[config.mk]
export PLATFORM = sky130hd
export DESIGN_NAME = line_tally
export DESIGN_NICKNAME = d
export VERILOG_FILES = /design/src/rtl/line_tally.sv
export SDC_FILE = /design/constraint.sdc
export NUM_CORES = 1
export LEC_CHECK = 0
export ABC_AREA = 0
export BUFFER_PORTS_ARGS = -buffer_cell sky130_fd_sc_hd__buf_2
export CAP_MARGIN = 5
export CELL_PAD_IN_SITES_DETAIL_PLACEMENT = 1
export CELL_PAD_IN_SITES_GLOBAL_PLACEMENT = 1
export CORE_ASPECT_RATIO = 1.75
export CORE_MARGIN = 3
export CORE_UTILIZATION = 36
export CTS_CLUSTER_SIZE = 20
export DETAILED_ROUTE_END_ITERATION = 7
export PLACE_DENSITY_LB_ADDON = 0.05
export SETUP_SLACK_MARGIN = 0.1
export SYNTH_ARGS = -nofsm -noshare
export SYNTH_HDL_FRONTEND = slang
export SYNTH_SLANG_ARGS = --single-unit
[constraint.sdc]
create_clock -name clk -period 2.3 [get_ports clk]
set_input_delay 0.46 -clock clk [delete_from_list [all_inputs] [get_ports clk]]
set_output_delay 0.46 -clock clk [all_outputs]
set_load 0.005 [all_outputs]
[src/rtl/line_tally.sv]
module line_tally #(
  parameter int W        = 10,
  parameter int CLK_HZ   = 250_000_000,
  parameter int GUARD_NS = 245
) (
  input  logic         clk,
  input  logic         rst_n,
  input  logic         cnt_pin_a,
  input  logic         cnt_pin_b,
  input  logic         clr_pin_a,
  input  logic         clr_pin_b,
  input  logic         cnt_sel,
  input  logic         clr_sel,
  input  logic         cnt_rise,
  input  logic         clr_rise,
  output logic [W-1:0] line_count,
  output logic [W-1:0] frame_lines,
  output logic         capture_valid,
  output logic         overflow
);
  localparam int GUARD_RAW = ((CLK_HZ / 1000) * GUARD_NS + 999_999) / 1_000_000;
  localparam int GUARD_CYC = (GUARD_RAW < 1) ? 1 : GUARD_RAW;
  localparam int GW        = $clog2(GUARD_CYC + 1);

  // polarity folded in ahead of the synchronisers: active edge is always a rise
  logic [3:0] lvl, s1, s2, s3, rise;
  assign lvl = {clr_pin_b ^ ~clr_rise, clr_pin_a ^ ~clr_rise,
                cnt_pin_b ^ ~cnt_rise, cnt_pin_a ^ ~cnt_rise};

  for (genvar i = 0; i < 4; i++) begin : g_sync
    always_ff @(posedge clk or negedge rst_n) begin
      if (!rst_n) begin
        s1[i] <= 1'b0;
        s2[i] <= 1'b0;
        s3[i] <= 1'b0;
      end else begin
        s1[i] <= lvl[i];
        s2[i] <= s1[i];
        s3[i] <= s2[i];
      end
    end
    assign rise[i] = s2[i] & ~s3[i];
  end

  logic cnt_edge, clr_edge, guard_on;
  logic [GW-1:0] guard;
  assign cnt_edge = cnt_sel ? rise[1] : rise[0];
  assign clr_edge = clr_sel ? rise[3] : rise[2];
  assign guard_on = (guard != '0);

  always_ff @(posedge clk or negedge rst_n) begin
    if (!rst_n) begin
      line_count    <= '0;
      frame_lines   <= '0;
      capture_valid <= 1'b0;
      overflow      <= 1'b0;
      guard         <= '0;
    end else begin
      capture_valid <= clr_edge;
      if (clr_edge) begin
        frame_lines <= line_count + W'(cnt_edge);
        line_count  <= '0;
        overflow    <= 1'b0;
        guard       <= GW'(GUARD_CYC);
      end else begin
        if (guard_on) guard <= guard - 1'b1;
        if (cnt_edge && guard_on) begin
          frame_lines <= frame_lines + 1'b1;
        end else if (cnt_edge) begin
          line_count <= line_count + 1'b1;
          if (line_count == '1) overflow <= 1'b1;
        end
      end
    end
  end

  assert_clear_on_capture_R3: assert property (@(posedge clk) disable iff (!rst_n)
    capture_valid |-> (line_count == '0 && !overflow));
  assert_single_strobe_R3: assert property (@(posedge clk) disable iff (!rst_n)
    capture_valid |=> !capture_valid);
  assert_guard_holds_count_R4: assert property (@(posedge clk) disable iff (!rst_n)
    (guard_on && !clr_edge) |=> $stable(line_count));
  assert_unit_step_R2: assert property (@(posedge clk) disable iff (!rst_n)
    !$stable(line_count) |-> (line_count == '0 || line_count == W'($past(line_count) + 1'b1)));
  assert_wrap_sets_flag_R8: assert property (@(posedge clk) disable iff (!rst_n)
    (cnt_edge && !guard_on && !clr_edge && line_count == '1) |=> (line_count == '0 && overflow));
  assert_tie_to_old_frame_R9: assert property (@(posedge clk) disable iff (!rst_n)
    (cnt_edge && clr_edge) |=> (frame_lines == W'($past(line_count) + 1'b1) && line_count == '0));
endmodule

==> impl_metrics.json <==
{
  "max_slew_margin_pct": 38.5,
  "boundaryPins": 32,
  "power.density_nw_per_um2": 722,
  "wl_per_cell_um": 17.6,
  "detail_route.iter0.violations": 52,
  "syn_avg_cell_area_um2": 10.2,
  "wl_um": 5520,
  "drive_gt1_share_pct": 21.7,
  "nets": 256,
  "crit_fanout": 4,
  "slew_viol_final": 0,
  "ys.flop_type": "dfrtp_1",
  "hold_violations": 0,
  "portBuffers": 31,
  "yosys_warnings": 0,
  "clockRootBuffer": "clkbuf_8",
  "clkLatencyLatePin_ns": 0.29,
  "netlist_area_um2": 2010,
  "core_um2": 5340,
  "fmax_mhz": 479,
  "antenna_cells": 0,
  "setup_viol": 0,
  "areaGrowthSynthToFinish_pct": 18.9,
  "cts_max_path_buffers": 2,
  "synth-seq-cells": 40,
  "async_flop_share_pct": 100,
  "required_ns": 2.51,
  "syn_nets": 213,
  "holdBufCountCts": 0,
  "synth_area_leader_cell": "dfrtp_1",
  "fin_crit_ns": 2.09,
  "maxCapViolCount": 0,
  "yosys-top-cells-area": "dfrtp_1 50%, xnor2_1 5.2%, ha_1 3.7%",
  "dieArea_um2": 6550,
  "drc": 0,
  "rows": 35,
  "grt_pass1_vias": 1860,
  "end_kind": "flip-flop",
  "yosysSeqAreaShare_pct": 49.8,
  "final_util_pct": 44.8,
  "syn_inst": 197,
  "finalCritPeriodShare_pct": 90.8,
  "crit_type": "reg2reg",
  "vias": 1719,
  "synth_commonest_cells": "40 x dfrtp_1, 17 x nand2_1, 13 x o21ai_0",
  "drt-pass1-iter-count": 4,
  "synth_top_area_share_pct": 49.8,
  "start_util_pct": 37.6,
  "p_leak_nw": 1.02,
  "ant_nets": 0,
  "outcome": "complete, no violations",
  "dieHeight_um": 105,
  "fin_skew_ns": 0.00611,
  "yosysMostFrequentCell": "dfrtp_1",
  "arrival_ns": 2.30,
  "ir_drop_mv": 0.348,
  "grt_overflow_total": 0,
  "synth-edff-count": 0,
  "routabilityCongestion": 0.740,
  "hpwl_um": 4170,
  "finalSetupTns_ns": 0,
  "synth.distinct_cells": 44,
  "cts_buffers": 5,
  "htree_levels": 2,
  "grt_max_degree": 41,
  "total_power_w": 0.00173,
  "clkSinkCount": 40,
  "hold_path_class": "in2async",
  "clk_pin_slew_ns": 0.08,
  "tightest_slew_ns": 0.922,
  "antenna_found_initial": 0,
  "grt_pass1_wl_um": 9450,
  "worst_setup_path_start_kind": "flip-flop",
  "cts_tree": "done",
  "rsz0062_at_grt": "false",
  "dieWidth_um": 62.5,
  "grt_use_total_pct": 18.2,
  "avgViaCountPerCell": 5.47
}
[worst max-delay path, cell delays in order, from the launching register on]
cell     delay, ns
dfrtp_1       0.34
inv_1         0.08
ha_1          0.24
nor4b_4       0.14
buf_4         0.16
a221o_1       0.36
or4_1         0.48
a31oi_1       0.20
[stage by stage]
stage	setup WS (ns)	hold slack [ns]	std cells	cell area [um^2]
6_report	0.211	0.301	314	2390
5_1_grt	0.125	0.345	314	2390
4_1_cts	0.151	0.329	312	2370
3_5_place_dp	0.0790	0.337	305	2290
3_3_place_gp	0.158	0.334	305	2290
2_1_floorplan	0.321	0.164	197	2010
[sequential cells by signal, summed over array words and instances (netlist names)]
| name | flops |
|---|---|
| frame_lines | 10 |
| line_count | 10 |
| guard | 6 |
| s1 | 4 |
| s2 | 4 |
| s3 | 4 |
| capture_valid | 1 |
| overflow | 1 |
[cells in the final DEF (no fill, tap or decap), types with 2 or more instances in the layout]
cell type | Yosys | routed
nand4_1 | 2 | 2
and3b_1 | 2 | 2
o21a_1 | 2 | 2
o31ai_1 | 4 | 4
nand3_1 | 10 | 10
nand3b_1 | 2 | 2
nor3b_1 | 2 | 2
clkbuf_8 | 0 | 5
a31oi_1 | 5 | 5
dfrtp_1 | 40 | 40
nor2_1 | 8 | 8
o31a_1 | 2 | 2
or3_1 | 10 | 10
nand2_1 | 17 | 17
xnor2_1 | 12 | 12
and4_1 | 2 | 2
o21ai_0 | 13 | 13
o211ai_1 | 2 | 2
buf_4 | 0 | 9
nor4_1 | 2 | 2
ha_1 | 6 | 6
xor2_1 | 3 | 3
a21oi_1 | 9 | 9
a211oi_1 | 2 | 2
inv_1 | 8 | 8
nor3_1 | 9 | 9
buf_2 | 1 | 31
or4_1 | 3 | 3
[timing repair]
| item | 4_1_cts | 5_1_grt |
|---|---|---|
| endpoints found under the setup margin | 0 | 8 |
| resized for setup | 0 | 1 |
| setup buffers | 0 | 2 |
[where the power goes]
group,internal [W],leakage (nW),switching (W)
Combinational,0.000163,0.485,0.000192
Sequential,0.000810,0.494,0.000117
Clock,0.000207,0.0410,0.000239
[per-layer routing]
layer | GRT usage, % | vias to the layer above | routed length [um]
met2 | 36.1 | 30 | 3190
met3 | 2.90 | 10 | 128
met5 | 0 | - | 0
met4 | 6.64 | 0 | 117
li1 | - | 812 | -
met1 | 18.3 | 867 | 2080
[path summary, 6_finish.rpt]
kind | cells past startpoint | slack [ns] | from | endpoint
max | 7 | 0.21 | guard[0] | frame_lines[9]
min | 1 | 0.30 | rst_n | line_count[6]
max reg2reg | 7 | 0.21 | guard[0] | frame_lines[9]
min reg2reg | 0 | 0.35 | s1[1] | s2[1]
max in group asynchronous | 1 | 1.42 | rst_n | s3[3]
min in group clk | 2 | 0.35 | clr_pin_a | s1[2]
[area by class of cell]
cell class / count / area [um^2]
Timing Repair Buffer: 40 / 223
Sequential cell: 40 / 1000
Clock inverter: 1 / 5.00
Inverter: 8 / 30.0
Multi-Input combinational cell: 145 / 967
Clock buffer: 6 / 72.6
Fill cell: 647 / 2950
Tap cell: 74 / 92.6
[logic make-up (layout without fill, tap and decap cells)]
| family | after synthesis | count (layout) | share of synthesized area [%] |
|---|---|---|---|
| AOI/OAI and AO/OA | 47 | 47 | 15.3 |
| xor gates and xnor gates | 15 | 15 | 6.53 |
| adders and majority gates | 6 | 6 | 3.73 |
| buffers and inverters | 12 | 55 | 2.30 |
| DFF | 40 | 40 | 49.8 |
| muxes | 2 | 2 | 1.06 |
| and+or+nand+nor | 75 | 75 | 21.3 |
Power figures use the tool's default switching activity.
